## src/rtl/mslope_pkg.sv

```systemverilog
package mslope_pkg;
  typedef enum logic [0:0] {
    ST_IDLE = 1'b0,
    ST_RUN  = 1'b1
  } seq_state_e;
endpackage

```

## src/rtl/mslope_slope_ctr.sv

```systemverilog
// Per-slope clock counter with a slope-dependent limit.
module mslope_slope_ctr #(
  parameter int CNT_W     = 8,
  parameter int FIRST_MAX = 200,
  parameter int LATER_MAX = 20
) (
  input  logic             clk,
  input  logic             rst_n,
  input  logic             clr_i,
  input  logic             inc_i,
  input  logic             first_i,
  output logic [CNT_W-1:0] cnt_o,
  output logic             at_limit_o
);
  localparam logic [CNT_W-1:0] LIM_FIRST = CNT_W'(FIRST_MAX);
  localparam logic [CNT_W-1:0] LIM_LATER = CNT_W'(LATER_MAX);

  logic [CNT_W-1:0] cnt_q, cnt_d, limit;
  logic             cnt_en;

  always_comb begin
    limit  = first_i ? LIM_FIRST : LIM_LATER;
    cnt_en = clr_i | inc_i;
    cnt_d  = clr_i ? '0 : cnt_q + CNT_W'(1);
  end

  always_ff @(posedge clk or negedge rst_n) begin
    if (!rst_n)      cnt_q <= '0;
    else if (cnt_en) cnt_q <= cnt_d;
  end

  assign cnt_o      = cnt_q;
  assign at_limit_o = (cnt_q == limit);


  cnt_limit_chk: assert property (@(posedge clk) disable iff (!rst_n)
    cnt_q <= limit);
endmodule

```

## src/rtl/mslope_combiner.sv

```systemverilog
// Folds each finished slope count into the result: acc = acc*BASE +/- count.
module mslope_combiner #(
  parameter int BASE  = 10,
  parameter int CNT_W = 8,
  parameter int RES_W = 18
) (
  input  logic                    clk,
  input  logic                    rst_n,
  input  logic                    clr_i,
  input  logic                    load_i,
  input  logic                    neg_i,
  input  logic [CNT_W-1:0]        cnt_i,
  output logic signed [RES_W-1:0] acc_o
);
  localparam logic signed [RES_W-1:0] BASE_S = RES_W'(BASE);

  logic signed [RES_W-1:0] acc_q, acc_d, scaled, term;
  logic                    acc_en;

  always_comb begin
    scaled = acc_q * BASE_S;
    term   = $signed({{(RES_W-CNT_W){1'b0}}, cnt_i});
    acc_en = clr_i | load_i;
    if (clr_i)      acc_d = '0;
    else if (neg_i) acc_d = scaled - term;
    else            acc_d = scaled + term;
  end

  always_ff @(posedge clk or negedge rst_n) begin
    if (!rst_n)      acc_q <= '0;
    else if (acc_en) acc_q <= acc_d;
  end

  assign acc_o = acc_q;


  acc_hold_chk: assert property (@(posedge clk) disable iff (!rst_n)
    (!load_i && !clr_i) |=> $stable(acc_q));
endmodule

```

## src/rtl/mslope_ctrl.sv

```systemverilog
// Slope sequencing: start, per-slope termination, direction, error flag.
module mslope_ctrl #(
  parameter int NUM_SLOPES = 3,
  parameter int IDX_W      = 2
) (
  input  logic             clk,
  input  logic             rst_n,
  input  logic             start_i,
  input  logic             cmp_i,
  input  logic             at_limit_i,
  output logic [IDX_W-1:0] idx_o,
  output logic             busy_o,
  output logic             first_o,
  output logic             cnt_clr_o,
  output logic             cnt_inc_o,
  output logic             load_o,
  output logic             neg_o,
  output logic             done_o,
  output logic             sat_err_o
);
  import mslope_pkg::*;

  localparam logic [IDX_W-1:0] LAST_IDX = IDX_W'(NUM_SLOPES - 1);

  seq_state_e       state_q, state_d;
  logic [IDX_W-1:0] idx_q, idx_d;
  logic             err_q, err_d, done_q, done_d;
  logic             running, start_ok, end_cmp, slope_end, sat_hit, last;

  always_comb begin
    running   = (state_q == ST_RUN);
    start_ok  = (state_q == ST_IDLE) && start_i;
    // even slopes go down and end on cmp=0, odd slopes go up and end on cmp=1
    end_cmp   = running && (cmp_i == idx_q[0]);
    slope_end = running && (end_cmp || at_limit_i);
    sat_hit   = running && at_limit_i && !end_cmp;
    last      = (idx_q == LAST_IDX);

    state_d = state_q;
    idx_d   = idx_q;
    if (start_ok) begin
      state_d = ST_RUN;
      idx_d   = '0;
    end else if (slope_end) begin
      if (last) state_d = ST_IDLE;
      else      idx_d   = idx_q + IDX_W'(1);
    end

    err_d = err_q;
    if (start_ok)     err_d = 1'b0;
    else if (sat_hit) err_d = 1'b1;

    done_d = slope_end && last;
  end

  always_ff @(posedge clk or negedge rst_n) begin
    if (!rst_n) begin
      state_q <= ST_IDLE;
      idx_q   <= '0;
      err_q   <= 1'b0;
      done_q  <= 1'b0;
    end else begin
      state_q <= state_d;
      idx_q   <= idx_d;
      err_q   <= err_d;
      done_q  <= done_d;
    end
  end

  assign idx_o     = idx_q;
  assign busy_o    = running;
  assign first_o   = (idx_q == '0);
  assign cnt_clr_o = start_ok || slope_end;
  assign cnt_inc_o = running && !slope_end;
  assign load_o    = slope_end;
  assign neg_o     = idx_q[0];
  assign done_o    = done_q;
  assign sat_err_o = err_q;


  slope_advance_chk: assert property (@(posedge clk) disable iff (!rst_n)
    (slope_end && !last) |=> (state_q == ST_RUN && idx_q == $past(idx_q) + IDX_W'(1)));


  done_pulse_chk: assert property (@(posedge clk) disable iff (!rst_n)
    done_q |=> !done_q);
endmodule

```

## src/rtl/mslope_rundown.sv

```systemverilog
// Multi-slope run-down sequencer top level.
module mslope_rundown #(
  parameter int BASE       = 10,  // 2 .. 16
  parameter int NUM_SLOPES = 3,   // >= 2
  parameter int FIRST_MAX  = 200,
  parameter int LATER_MAX  = 20,
  localparam int MAX_LIM   = (FIRST_MAX > LATER_MAX) ? FIRST_MAX : LATER_MAX,
  localparam int CNT_W     = $clog2(MAX_LIM + 1),
  localparam int RES_W     = CNT_W + (NUM_SLOPES - 1) * $clog2(BASE) + 2
) (
  input  logic                  clk,
  input  logic                  rst_n,
  input  logic                  start_i,
  input  logic                  cmp_i,
  output logic [NUM_SLOPES-1:0] slope_sel_o,
  output logic                  dir_up_o,
  output logic                  busy_o,
  output logic                  done_o,
  output logic [RES_W-1:0]      result_o,
  output logic                  sat_err_o
);
  localparam int IDX_W = (NUM_SLOPES > 1) ? $clog2(NUM_SLOPES) : 1;

  logic             rst_meta, rst_sync;
  logic [IDX_W-1:0] idx;
  logic             busy, first, cnt_clr, cnt_inc, load, neg, at_limit;
  logic [CNT_W-1:0] cnt;
  logic signed [RES_W-1:0] acc;

  // reset: asserted asynchronously, released on the clock
  always_ff @(posedge clk or negedge rst_n) begin
    if (!rst_n) begin
      rst_meta <= 1'b0;
      rst_sync <= 1'b0;
    end else begin
      rst_meta <= 1'b1;
      rst_sync <= rst_meta;
    end
  end

  mslope_ctrl #(.NUM_SLOPES(NUM_SLOPES), .IDX_W(IDX_W)) ctrl_i (
    .clk(clk), .rst_n(rst_sync), .start_i(start_i), .cmp_i(cmp_i),
    .at_limit_i(at_limit), .idx_o(idx), .busy_o(busy), .first_o(first),
    .cnt_clr_o(cnt_clr), .cnt_inc_o(cnt_inc), .load_o(load), .neg_o(neg),
    .done_o(done_o), .sat_err_o(sat_err_o)
  );

  mslope_slope_ctr #(.CNT_W(CNT_W), .FIRST_MAX(FIRST_MAX), .LATER_MAX(LATER_MAX)) ctr_i (
    .clk(clk), .rst_n(rst_sync), .clr_i(cnt_clr), .inc_i(cnt_inc),
    .first_i(first), .cnt_o(cnt), .at_limit_o(at_limit)
  );

  mslope_combiner #(.BASE(BASE), .CNT_W(CNT_W), .RES_W(RES_W)) comb_i (
    .clk(clk), .rst_n(rst_sync), .clr_i(cnt_clr && !busy), .load_i(load),
    .neg_i(neg), .cnt_i(cnt), .acc_o(acc)
  );

  for (genvar gi = 0; gi < NUM_SLOPES; gi++) begin : g_sel
    assign slope_sel_o[gi] = busy && (idx == IDX_W'(gi));
  end

  assign dir_up_o = busy && idx[0];
  assign busy_o   = busy;
  assign result_o = acc;


  start_accept_chk: assert property (@(posedge clk) disable iff (!rst_sync)
    (!busy_o && start_i) |=> (busy_o && slope_sel_o[0]));


  sel_onehot_chk: assert property (@(posedge clk) disable iff (!rst_sync)
    busy_o ? ($countones(slope_sel_o) == 1) : (slope_sel_o == '0));
endmodule

```

## config.mk

```make
export PLATFORM = sky130hd
export DESIGN_NAME = mslope_rundown
export DESIGN_NICKNAME = d
export VERILOG_FILES = /design/src/rtl/mslope_pkg.sv /design/src/rtl/mslope_slope_ctr.sv /design/src/rtl/mslope_combiner.sv /design/src/rtl/mslope_ctrl.sv /design/src/rtl/mslope_rundown.sv
export SDC_FILE = /design/constraint.sdc
export NUM_CORES = 1
export LEC_CHECK = 0
export ABC_CLOCK_PERIOD_IN_PS = 1800
export BUFFER_PORTS_ARGS = -buffer_cell sky130_fd_sc_hd__buf_2
export CAP_MARGIN = 40
export CORE_ASPECT_RATIO = 1.25
export CORE_UTILIZATION = 30
export CTS_BUF_LIST = sky130_fd_sc_hd__clkbuf_8 sky130_fd_sc_hd__clkbuf_16
export CTS_CLUSTER_DIAMETER = 80
export CTS_CLUSTER_SIZE = 30
export DETAILED_ROUTE_END_ITERATION = 8
export PLACE_DENSITY = 0.43
export SKIP_CTS_REPAIR_TIMING = 1
export SLEW_MARGIN = 25
export SYNTH_ARGS = -nofsm -noshare
export SYNTH_HDL_FRONTEND = slang
export SYNTH_SLANG_ARGS = --single-unit
```

## constraint.sdc

```tcl
create_clock -name clk -period 1.8 [get_ports clk]
set_input_delay 0 -clock clk [delete_from_list [all_inputs] [get_ports clk]]
set_output_delay 0 -clock clk [all_outputs]
set_load 0.05 [all_outputs]
```

==> impl_metrics.yaml <==
routing:
  vias_per_cell: 5.20
  vias: 3562
  dr_wl_met3_um: 223
  drtIter0Drc: 145
  wl_per_cell_um: 17.0
  first_pass_iters: 4
  met2_wirelength_mm: 6.47
  topRoutingLayerUsed: "met4"
  drtAntennaViolNets: 0
  drt-met1-wl_mm: 4.64
  drcViolationCount: 0
  drt_wl_total_mm: 11.6
die:
  rows: 43
  coreArea_um2: 11000
  io_pins: 29
  die_y_um: 121
  initial_utilization_pct: 30.7
  dieArea_um2: 11700
  die_w_um: 97.1
final_layout:
  regArea_um2: 843
  drive_gt1_share_pct: 53.3
  nFillCells: 1062
  stdcell_count: 685
  final_area_um2: 5590
  nNetsFinal: 602
  syn_to_final_growth_pct: 64.9
  multiInputGateArea_um2: 3070
  antenna_cells: 0
yosys:
  synth_compound_area_share_pct: 21.1
  synth_edf_count: 0
  mappedNetlistArea_um2: 3390
  synth_common_cells: "46 x ha_1, 33 x dfrtp_1, 33 x nand2_1"
  synth_top_family_by_area: "simple AND/OR/NAND/NOR gates"
  ys_top_cells_by_area: "dfrtp_1 24%, ha_1 17%, xnor2_1 5.9%"
  ys_seq_area_share_pct: 24.4
  synth_seq_cells: 33
  async_flop_share_pct: 100
  synth_top_area_share_pct: 24.4
  synth_area_per_cell_um2: 8.65
  syn_inst: 392
  yosysMostFrequentCell: "ha_1"
  synthesis.nets: 445
  yosys.area_share.adder_pct: 18.7
  synth.distinct_cells: 73
  ys.flop_type: "dfrtp_1"
  synth.area.mux_share_pct: 0.627
  yosys.area_share.simple_pct: 22.2
  yosys.area.top_type: "dfrtp_1"
  synth-xor-area-share_pct: 8.49
  ys_warn_count: 0
setup_path:
  path_class: "flip-flop to flip-flop"
  crit_required_ns: 2.03
  path_max_fanout: 4
  crit_slowest_cell: "dfrtp_2"
  slowest_delay_ns: 0.44
  cp.arrival_ns: 3.47
  r2r_cells: 15
  cp_cell_sequence: "buf_6, ha_4, ha_4, inv_2, fa_2, buf_6, nor2b_4, o21a_1, or3_4, a2111oi_4, buf_4, and2_4, nand4b_1, a211o_2, nand3_2"
  end_kind: "flip-flop"
  reg2reg_slack_ns: -1.45
  startpoint_type: "flip-flop"
clock_network:
  worstSkewPairLatency_ns: 0.28
  clock-sinks: 33
  clkSlewWorstSetupHoldPaths_ns: 0.06
  numCtsBuffers: 5
  cts.path.max_buffers: 2
  cts_root_buf: "clkbuf_16"
  h-tree-depth: 2
  tritoncts: "done"
status:
  status: "complete, but fails checks"
  violations: "negative setup slack"
run:
  timing.max_cap.violations: 0
global_route:
  grt_usage_pct: 19.4
  grt_max_degree: 32
  grt_first_pass_wirelength_mm: 17.8
  grt-ovfl-total: 0
  first_global_vias: 3500
  antenna_found_initial: 0
place:
  place_congestion: 0.861
  placed_cells: 664
  dp_hpwl_mm: 8.70
  io_buffer_count: 28
  place_ws_ns: -1.54
  placed_area_um2: 4760
timing:
  min_period_over_period_pct: 180
  fin_tns_setup_ns: -19.54
  hold_viol_final: 0
  fin_crit_ns: 3.25
  setup_viol: 30
  finalClockSkew_ns: 0.00206
  slew_violations: 0
  fmax_mhz: 308
  setup_slack_ns: -1.45
  rsz0062_at_grt: "true"
worst_hold_path:
  hold_class: "primary input to asynchronous set/reset pin"
[worst max-delay path, delay by kind of cell, from the launching register on]
| kind | cells | cell delay [ns] |
|---|---|---|
| compound gates | 3 | 0.91 |
| fa+ha+maj | 3 | 0.56 |
| buf+inv | 4 | 0.50 |
| flops | 1 | 0.44 |
| simple gates | 5 | 0.77 |
[flip-flops by register name (all words and copies together), names as in the netlist]
signal / cells
ctrl_i.sat_err_o: 1
ctrl_i.busy_o: 1
rst_meta: 1
rst_sync: 1
ctrl_i.idx_o: 2
ctrl_i.done_o: 1
ctr_i.cnt_o: 8
comb_i.acc_o: 18
[cell families (layout without fill, tap and decap cells)]
group,after synthesis,count (layout)
AOI/OAI and AO/OA,101,101
adders and majority gates,49,49
xor gates and xnor gates,32,32
buffers and inverters,34,192
muxes,2,2
and+or+nand+nor,140,140
DFF,33,33
other,1,1
[cells in the final DEF (no fill, tap or decap), types with 6 or more instances in the layout]
master     instances
a21oi_1           12
a21oi_2            7
buf_2             28
buf_4            114
buf_6             14
clkbuf_16          7
dfrtp_1           21
dfrtp_2           11
ha_1              31
ha_4              12
inv_1             16
nand2_1           26
nand3_1           12
nand3_2            6
nand4_1            6
nor2_1            16
nor2_2             6
o21ai_0            7
o21ai_1           14
xnor2_1           20
xor2_1             6
[layer usage]
metal,GRT usage [%],vias up
met3,2.48,18
met5,0,-
met2,37.8,45
met1,21.4,1748
li1,-,1751
met4,6.53,0
[final cells by class]
| class | instances | share of cell area, % |
|---|---|---|
| clock inverters | 3 | 0.313 |
| multi-input cells | 325 | 55.0 |
| repair buffers | 162 | 22.7 |
| clock buffers | 5 | 2.24 |
| well taps | 135 | 3.02 |
| flip-flops and latches | 33 | 15.1 |
| inverters | 22 | 1.66 |
[metrics by stage]
| step | utilization (%) | hold WS, ns |
|---|---|---|
| 5_1_grt | 50.7 | 0.0217 |
| 3_3_place_gp | 43.1 | -0.214 |
| 2_1_floorplan | - | -0.296 |
| 6_report | 50.7 | 0.0262 |
| 4_1_cts | 44.4 | -0.521 |
| 3_5_place_dp | 43.1 | -0.211 |
[worst paths after layout]
| kind | endpoint | startpoint |
|---|---|---|
| max | comb_i.acc_o[15] | comb_i.acc_o[2] |
| max reg2reg | comb_i.acc_o[15] | comb_i.acc_o[2] |
| min in group clk | ctr_i.cnt_o[1] | start_i |
| max in group asynchronous | comb_i.acc_o[1] | rst_sync |
| min | rst_meta | rst_n |
| min reg2reg | comb_i.acc_o[14] | rst_sync |
Power is not shown: default switching activity piles up to over one toggle a cycle in this logic, so the estimate is an artifact.
